## src/rtl/strip_seq_pkg.sv

```systemverilog
package strip_seq_pkg;
    typedef enum logic [1:0] {
        SQ_IDLE  = 2'd0,
        SQ_ISSUE = 2'd1,
        SQ_DRAIN = 2'd2
    } seq_state_e;
endpackage

```

## src/rtl/strip_walker.sv

```systemverilog
// Walks strip / row / local column in issue order; tracks the strip base
// column and the row start address incrementally so no multiplier is needed.
module strip_walker #(
    parameter int COL_W  = 11,
    parameter int ROW_W  = 9,
    parameter int ADDR_W = 20,
    parameter int ROWS   = 480
) (
    input  logic              clk,
    input  logic              rst_n,
    input  logic              load,
    input  logic              step,
    input  logic [COL_W-1:0]  width,
    input  logic [COL_W-1:0]  disp,
    output logic [COL_W:0]    lcol,
    output logic [COL_W:0]    base,
    output logic [ADDR_W-1:0] row_off,
    output logic              last
);
    typedef struct packed {
        logic [COL_W:0]    lcol;
        logic [COL_W:0]    base;
        logic [ROW_W-1:0]  row;
        logic [ADDR_W-1:0] row_off;
    } walk_t;

    walk_t w_d, w_q;
    logic  lcol_end_d, row_end_d, strip_end_d;
    logic [COL_W+1:0] reach_d;
    logic [COL_W:0]   span_d;

    always_comb begin
        span_d      = {disp, 1'b0};
        lcol_end_d  = (w_q.lcol == span_d - 1'b1);
        row_end_d   = (w_q.row == ROW_W'(ROWS - 1));
        reach_d     = {1'b0, w_q.base} + {2'b0, disp};
        strip_end_d = (reach_d >= {2'b0, width});
        last        = lcol_end_d && row_end_d && strip_end_d;

        w_d = w_q;
        if (load) begin
            w_d = '0;
        end else if (step) begin
            if (!lcol_end_d) begin
                w_d.lcol = w_q.lcol + 1'b1;
            end else begin
                w_d.lcol = '0;
                if (!row_end_d) begin
                    w_d.row     = w_q.row + 1'b1;
                    w_d.row_off = w_q.row_off + ADDR_W'(width);
                end else begin
                    w_d.row     = '0;
                    w_d.row_off = '0;
                    w_d.base    = w_q.base + {1'b0, disp};
                end
            end
        end
    end

    always_ff @(posedge clk or negedge rst_n) begin
        if (!rst_n) w_q <= '0;
        else        w_q <= w_d;
    end

    assign lcol    = w_q.lcol;
    assign base    = w_q.base;
    assign row_off = w_q.row_off;
endmodule

```

## src/rtl/col_mapper.sv

```systemverilog
// Maps a walker position onto an image address. IS_WRITE selects the flag:
// read side reports "inside image", write side reports "kept output column".
module col_mapper #(
    parameter int COL_W    = 11,
    parameter int ADDR_W   = 20,
    parameter bit IS_WRITE = 1'b0
) (
    input  logic [COL_W:0]    lcol,
    input  logic [COL_W:0]    base,
    input  logic [ADDR_W-1:0] row_off,
    input  logic [COL_W-1:0]  width,
    input  logic [COL_W-1:0]  disp,
    output logic              hit,
    output logic [ADDR_W-1:0] addr
);
    localparam int EXT_W = COL_W + 2;

    logic [EXT_W-1:0] u_d, d_ext_d, w_ext_d, col_d;
    logic             outside_d;

    always_comb begin
        u_d       = {1'b0, base} + {1'b0, lcol};
        d_ext_d   = {2'b0, disp};
        w_ext_d   = {2'b0, width};
        col_d     = u_d - d_ext_d;
        outside_d = (u_d < d_ext_d) || (u_d >= w_ext_d + d_ext_d);
        addr      = outside_d ? '0 : row_off + ADDR_W'(col_d);
    end

    generate
        if (IS_WRITE) begin : g_keep
            assign hit = ({1'b0, lcol} >= {1'b0, d_ext_d[COL_W:0]}) && !outside_d;
        end else begin : g_inside
            assign hit = !outside_d;
        end
    endgenerate
endmodule

```

## src/rtl/strip_seq_top.sv

```systemverilog
module strip_seq_top
    import strip_seq_pkg::*;
#(
    parameter int MAX_WIDTH = 1280,
    parameter int ROWS      = 480,
    parameter int DATA_W    = 8,
    localparam int COL_W    = $clog2(MAX_WIDTH + 1),
    localparam int ROW_W    = (ROWS > 1) ? $clog2(ROWS) : 1,
    localparam int ADDR_W   = $clog2(MAX_WIDTH * ROWS)
) (
    input  logic              clk,
    input  logic              rst_n,
    input  logic              start,
    input  logic [COL_W-1:0]  cfg_width,
    input  logic [COL_W-1:0]  cfg_disp,
    output logic              busy,
    output logic              done,
    output logic              rd_valid,
    input  logic              rd_ready,
    output logic [ADDR_W-1:0] rd_addr,
    output logic              rd_pad,
    input  logic              res_valid,
    input  logic [DATA_W-1:0] res_data,
    output logic              wr_valid,
    output logic [ADDR_W-1:0] wr_addr,
    output logic [DATA_W-1:0] wr_data
);
    typedef struct packed {
        seq_state_e       state;
        logic [COL_W-1:0] width;
        logic [COL_W-1:0] disp;
        logic             done;
    } ctl_t;

    ctl_t c_d, c_q;
    logic load_d;
    logic [1:0]        step_v, last_v, hit_v;
    logic [COL_W:0]    lcol_v    [2];
    logic [COL_W:0]    base_v    [2];
    logic [ADDR_W-1:0] row_off_v [2];
    logic [ADDR_W-1:0] addr_v    [2];
    logic [COL_W-1:0]  width_q, disp_q;

    assign width_q  = c_q.width;
    assign disp_q   = c_q.disp;
    assign busy     = (c_q.state != SQ_IDLE);
    assign done     = c_q.done;
    assign rd_valid = (c_q.state == SQ_ISSUE);
    assign step_v[0] = rd_valid && rd_ready;
    assign step_v[1] = res_valid && busy;

    // lane 0 walks issued reads, lane 1 walks retired results
    generate
        for (genvar g = 0; g < 2; g++) begin : g_lane
            strip_walker #(
                .COL_W(COL_W), .ROW_W(ROW_W), .ADDR_W(ADDR_W), .ROWS(ROWS)
            ) u_walk (
                .clk(clk), .rst_n(rst_n), .load(load_d), .step(step_v[g]),
                .width(width_q), .disp(disp_q),
                .lcol(lcol_v[g]), .base(base_v[g]), .row_off(row_off_v[g]),
                .last(last_v[g])
            );
            col_mapper #(
                .COL_W(COL_W), .ADDR_W(ADDR_W), .IS_WRITE(g == 1)
            ) u_map (
                .lcol(lcol_v[g]), .base(base_v[g]), .row_off(row_off_v[g]),
                .width(width_q), .disp(disp_q),
                .hit(hit_v[g]), .addr(addr_v[g])
            );
        end
    endgenerate

    always_comb begin
        c_d      = c_q;
        c_d.done = 1'b0;
        load_d   = 1'b0;
        unique case (c_q.state)
            SQ_IDLE: begin
                if (start && (cfg_width != '0) && (cfg_disp != '0)) begin
                    c_d.state = SQ_ISSUE;
                    c_d.width = cfg_width;
                    c_d.disp  = cfg_disp;
                    load_d    = 1'b1;
                end
            end
            SQ_ISSUE: begin
                if (step_v[0] && last_v[0]) c_d.state = SQ_DRAIN;
            end
            default: ;
        endcase
        if (step_v[1] && last_v[1]) begin
            c_d.state = SQ_IDLE;
            c_d.done  = 1'b1;
        end
    end

    always_ff @(posedge clk or negedge rst_n) begin
        if (!rst_n) c_q <= '{state: SQ_IDLE, width: '0, disp: '0, done: 1'b0};
        else        c_q <= c_d;
    end

    assign rd_addr  = addr_v[0];
    assign rd_pad   = !hit_v[0];
    assign wr_valid = step_v[1] && hit_v[1];
    assign wr_addr  = addr_v[1];
    assign wr_data  = res_data;
endmodule

```

## config.mk

```make
export PLATFORM = sky130hd
export DESIGN_NAME = strip_seq_top
export DESIGN_NICKNAME = d
export VERILOG_FILES = /design/src/rtl/strip_seq_pkg.sv /design/src/rtl/strip_walker.sv /design/src/rtl/col_mapper.sv /design/src/rtl/strip_seq_top.sv
export SDC_FILE = /design/constraint.sdc
export NUM_CORES = 1
export LEC_CHECK = 0
export BUFFER_PORTS_ARGS = -buffer_cell sky130_fd_sc_hd__buf_2
export CAP_MARGIN = 20
export CORE_UTILIZATION = 65
export CTS_BUF_LIST = sky130_fd_sc_hd__clkbuf_16
export DETAILED_ROUTE_END_ITERATION = 8
export PLACE_DENSITY = 0.94
export RECOVER_POWER = 25
export SYNTH_ARGS = -nofsm -noshare
export SYNTH_HDL_FRONTEND = slang
export SYNTH_SLANG_ARGS = --single-unit
export TNS_END_PERCENT = 30
```

## constraint.sdc

```tcl
create_clock -name clk -period 7.6 [get_ports clk]
set_input_delay 0.38 -clock clk [delete_from_list [all_inputs] [get_ports clk]]
set_output_delay 0.38 -clock clk [all_outputs]
set_load 0.1 [all_outputs]
```

# After elaboration in Yosys (flattened, before gate mapping)
# Index checks and enable logic that the tools add are counted.
# totals
reg_bits,131
inputBits,35
output_inout_bits,53
wordCells,97
# classes
addsub,18
order_cmp,7
n_eq_ne,7
n_mux,21
n_reduce_logical,32
# ops
op,count
53-bit 2-to-1 mux,4
41-bit 2-to-1 mux,2
29-bit 2-to-1 mux,2
12-bit 2-to-1 mux,4
20-bit by 11-bit adder with 20-bit output,2
20-bit by 13-bit adder with 20-bit output,2
20-bit 2-to-1 mux,2
12-bit by 11-bit adder with 13-bit output,2
12-bit by 12-bit adder with 13-bit output,2
13-bit by 11-bit greater-or-equal comparator with 1-bit output,2
13-bit greater-or-equal comparator,2
13-bit by 11-bit < comparator with 1-bit output,2
13-bit by 11-bit subtractor with 13-bit output,2
12-bit by 1-bit adder with 12-bit output (second input constant),2
12-bit by 11-bit adder with 12-bit output,2
12-bit equality test,2
24-bit 2-to-1 mux,1
11-bit nonzero test,2
9-bit by 1-bit adder with 9-bit output (second input constant),2
9-bit equality test (second input constant),2
2-bit nonzero test,7
11-bit by 11-bit adder with 12-bit output,1
12-bit by 11-bit greater-or-equal comparator with 1-bit output,1
1-bit logical AND,12
13 further kinds,21

# Logic depth before layout (Yosys ltp)
# logic_depth
depth_word,8
ltp_mapped,24
ltp_nobuf,24

# Cells and area by module
# Synthesis repeated with hierarchy kept, for this count alone.
# hier_totals
hier_cells,1877
area_unflattened_um2,15786.4
# by_module_without_submodules
mod,instances,cells_each,area_per_inst_um2,seq_area_each_um2
strip_walker (g_lane[0].u_walk),1,513,4469.3,1326.3
strip_walker (g_lane[1].u_walk),1,496,4429.2,1326.3
col_mapper (g_lane[1].u_map),1,384,2884.0,0.0
col_mapper (g_lane[0].u_map),1,401,2847.7,0.0
strip_seq_top,1,83,1156.1,625.6

# Worst setup path after synthesis
# OpenSTA, ideal clock, no wires.
# synth_path
kind,reg-to-output
start,reg g_lane[0].u_walk.w_q (netlist bit g_lane[0].u_walk.lcol[0])
end,out rd_addr[12]
arrival_ps,6132
required_ps,7220
setup_slack_ps,1088
path_stages_with_launch,23
n_path_buf,0
cell_sequence,dfrtp_1 -> ha_1 -> inv_1 -> fa_1 -> nor2b_1 -> o21ai_0 -> a21boi_0 -> nor2_1 -> ha_1 -> and3_1 -> a211oi_1 -> o21bai_1 -> a21oi_1 -> xnor2_1 -> ha_1 -> o21ai_0 -> a21boi_0 -> nor3_1 -> nor2_1 -> nand2_1 -> o21ai_0 -> nor2_1 -> nor3b_1
# synth_between
elab_chain_cells,4
elab_cells_between_ends,7
classes_between,add/sub (3); order compare (2); mux (1); reduce/logical (1)
# synth_lines
element,line,source
start: declaration,strip_walker.sv:27,"walk_t w_d, w_q;"
start signal: assignment,strip_walker.sv:62,else w_q <= w_d;
12-bit by 12-bit adder with 13-bit output *,col_mapper.sv:22,"u_d = {1'b0, base} + {1'b0, lcol};"
"13-bit by 11-bit subtractor with 13-bit output, or another cell as far along",col_mapper.sv:25,col_d = u_d - d_ext_d;
20-bit by 13-bit adder with 20-bit output or 1-bit logical OR (tied branches),"col_mapper.sv:27, col_mapper.sv:26",
20-bit 2-to-1 mux *,col_mapper.sv:27,addr = outside_d ? '0 : row_off + ADDR_W'(col_d);
end: declaration,strip_seq_top.sv:20,"output logic [ADDR_W-1:0] rd_addr,"
# Mark *: on every way between the ends. The rest lies on a longest branch, timed or not.

# Worst setup path after layout
# layout_path
start,reg g_lane[0].u_walk.w_q (netlist bit g_lane[0].u_walk.lcol[0])
end,out rd_addr[19]
# The elaborated chain is that of the path after synthesis.

==> impl_metrics.toml <==
[clocking]
clkLatencyLatePin_ns = 0.45
cts_tree = "done"
h-tree-depth = 4
cts_buffer_depth = 2
cts-buffers-inserted = 17
postCtsHoldBufs = 0
cts_root_buffer = "clkbuf_16"
clk_pin_slew_ns = 0.06
cts_setup_buffers = 0
clock_sinks = 131
ctsResizeCount = 0

[timing]
setup-tns-final_ns = 0
setup_viol = 0
rsz0062_at_grt = "no"
maxSlewHeadroom_pct = -146
fin_skew_ns = 0.00911
min_period_over_period_pct = 89.6
max_freq_ghz = 0.147
finalHoldViolations = 0
tightest_slew_ns = 3.69
min_period_ns = 6.81
hold_ws_ns = 0.149
drv_slew = 159

[floorplan]
dieHeight_um = 147
die_width_um = 147
core_region_area_um2 = 20400
die-area_um2 = 21600
io_pins = 88
rows = 52
initial_core_util_pct = 66.8

[worst_setup_path]
crit_path_max_fanout = 6
r2r-start = "disp_q[1]$_DFFE_PN0P_"
cp-end-kind = "output port"
crit_type = "register to output port"
reg2reg_setup_slack_ns = 2.67
reg2reg_depth = 10
critPathLaunchType = "register"
worstPathRequired_ns = 7.22
cp.arrival_ns = 6.43
timing.rr.end = "g_lane[1].u_walk.base[11]$_DFFE_PN0P_"

[yosys]
yosysSeqAreaShare_pct = 24.0
synth_area_per_cell_um2 = 8.18
yosysUniqueCellTypes = 75
synth_cells = 1670
synth_area_um2 = 13700
synthArstFlopShare_pct = 100
synth_seq_cells = 131
synth_top_area_share_pct = 24.0
synth_warnings = 0
yosys.area.top_type = "dfrtp_1"
synth_edf_count = 0
ys.flop_type = "dfrtp_1"
synth.area.top_cells = "dfrtp_1 24%, ha_1 18%, xnor2_1 5.3%"
syn_nets = 1910

[global_route]
track_usage_pct = 38.4
grt_max_degree = 69
grt_pass1_wl_um = 64900
grt_remaining_overflow = 0
antenna_found_initial = 1
grt_pass1_vias = 13000

[place]
hpwl_um = 30300
gp_congestion = 0.998
io_buffers = 71

[detailed_routing]
drt_iter0_drc = 1384
detail_route.first_pass.iterations = 6
vias = 13200
wl_per_cell_um = 20.5
drt_wl_total_um = 41000
detail-route-antenna-nets = 0
drcViolationCount = 0
viasPerCell = 6.59

[flow_run]
cap_violations = 3

[pwr]
leakage_nw = 7.46
vdd_drop_max_mv = 0.162
p_per_area_nw_per_um2 = 150

[layout]
nets = 1963
area.growth.synth_to_final_pct = 8.25
diodes = 0
post-route-util_pct = 72.4
drive_gt1_share_pct = 7.90

[worst_hold_path]
hold_path_end = "width_q[0]$_DFFE_PN0P_"
min-delay-path-class = "primary input to register"
min_from = "cfg_width[0]"
holdPathStages = 3

[run_status]
violations = "capacitance limit, slew limit"
status = "finished, violations left"
[cells by family after synthesis]
kind of cell / after synthesis / share of synthesized area [%]
adder cells (fa/ha/maj): 205 / 19.4
buffers and inverters: 131 / 3.99
flip-flops: 131 / 24.0
AND/OR/NAND/NOR: 621 / 22.3
XOR/XNOR: 155 / 10.2
AO/OA/AOI/OAI: 416 / 19.2
multiplexers: 11 / 0.861
[layout make-up]
type | count | area [µm²]
fill | 1573 | 5650
tap | 270 | 338
clock buffer | 17 | 425
sequential | 131 | 3280
timing repair buffer | 79 | 407
multi-input combinational | 1408 | 9850
clock inverter | 13 | 161
inverter | 86 | 323
[flip-flops by register name, summed over array words and instances (netlist names)]
signal and cells:
disp_q 11, done 1, g_lane.u_walk.w_q 18, g_lane.u_walk.base 24
width_q 11, g_lane.u_walk.lcol 24, g_lane.u_walk.row_off 40, c_q 2
[layer usage]
layer	up-vias	part of all wire [%]	GRT usage (%)
met2	714	46	62.1
li1	6112	-	-
met5	-	0.020	0
met4	2	4.7	21.1
met3	177	9.4	9.57
met1	6206	40	47.0
[stage by stage]
| step | area (µm²) | worst slack [ns] | power, mW | instances |
|---|---|---|---|---|
| after floorplan | 13700 | 1.09 | 1.23 | 1670 |
| after global placement | 14200 | 1.52 | 1.33 | 1973 |
| after detailed placement | 14200 | 1.35 | 1.35 | 1974 |
| after CTS | 14800 | 0.830 | 2.20 | 2004 |
| after global routing | 14800 | 0.529 | 2.28 | 2004 |
| final | 14800 | 0.787 | 2.21 | 2004 |
[critical path: stages (launching register included)]
cell	delay, ns
dfrtp_1	0.43
ha_1	0.22
inv_1	0.06
fa_1	0.40
nor2b_1	0.12
o21ai_0	0.09
a21boi_0	0.33
nor2_1	0.14
ha_1	0.35
and3_1	0.17
a211oi_1	0.37
o21bai_1	0.11
a21oi_1	0.28
xnor2_1	0.11
ha_1	0.19
or3_1	0.36
a2111oi_0	0.49
nor3_1	0.14
o41ai_1	0.83
nor2_1	0.14
xnor2_1	0.16
nor2_1	0.07
buf_2	0.42
[where the power goes]
part	leakage, nW	switching, mW	total [mW]	internal (mW)
logic	5.49	0.419	0.589	0.169
registers	1.69	0.0452	0.762	0.717
clock network	0.283	0.352	0.863	0.512
total	7.46	0.816	2.21	1.40
[worst max-delay path by stage]
stage	start	endpoint	slack (ns)	cells past startpoint
after floorplan	g_lane[0].u_walk.lcol[0]$_DFFE_PN0P_	rd_addr[12]	1.09	22
after detailed placement	g_lane[0].u_walk.lcol[0]$_DFFE_PN0P_	rd_addr[19]	1.35	22
after CTS	g_lane[0].u_walk.lcol[0]$_DFFE_PN0P_	rd_addr[19]	0.83	22
after global routing	g_lane[0].u_walk.lcol[0]$_DFFE_PN0P_	rd_addr[17]	0.53	22
after global placement	g_lane[0].u_walk.lcol[0]$_DFFE_PN0P_	rd_addr[19]	1.52	22
final	g_lane[0].u_walk.lcol[0]$_DFFE_PN0P_	rd_addr[19]	0.79	22
[layout by cell type, fill, tap and decap left out, types with 13 or more instances in the layout]
cell and count:
nor2b_1 20, a21o_1 32, o21ai_0 111, or3_1 19, nand3_1 62, buf_2 69
nand2_1 148, nand2b_1 29, o211ai_1 17, clkbuf_16 17, o21a_1 28, dfrtp_1 131
xnor2_1 83, nor3_1 39, and3_1 27, a211oi_1 19, and2_1 17, inv_1 86
ha_1 194, xor2_1 69, nand4_1 36, a21oi_1 111, o21bai_1 13, nor2_1 172
[synth_stat cells (9+ instances only)]
master,count
o21a_1,28
xor2_1,69
o21ai_0,111
buf_4,9
or3_1,19
and2_1,17
o21bai_1,13
o31ai_1,11
a21oi_1,111
nor2_1,172
fa_1,11
and3_1,27
inv_1,85
nor2b_1,20
or2_2,12
xnor2_1,83
a21o_1,32
clkbuf_1,31
ha_1,194
nor3_1,39
dfrtp_1,131
a31oi_1,11
o211ai_1,17
a211oi_1,19
nand2_1,148
nand4_1,36
nand3_1,62
nand2b_1,29
No activity file was read; power rests on OpenSTA's default activity.
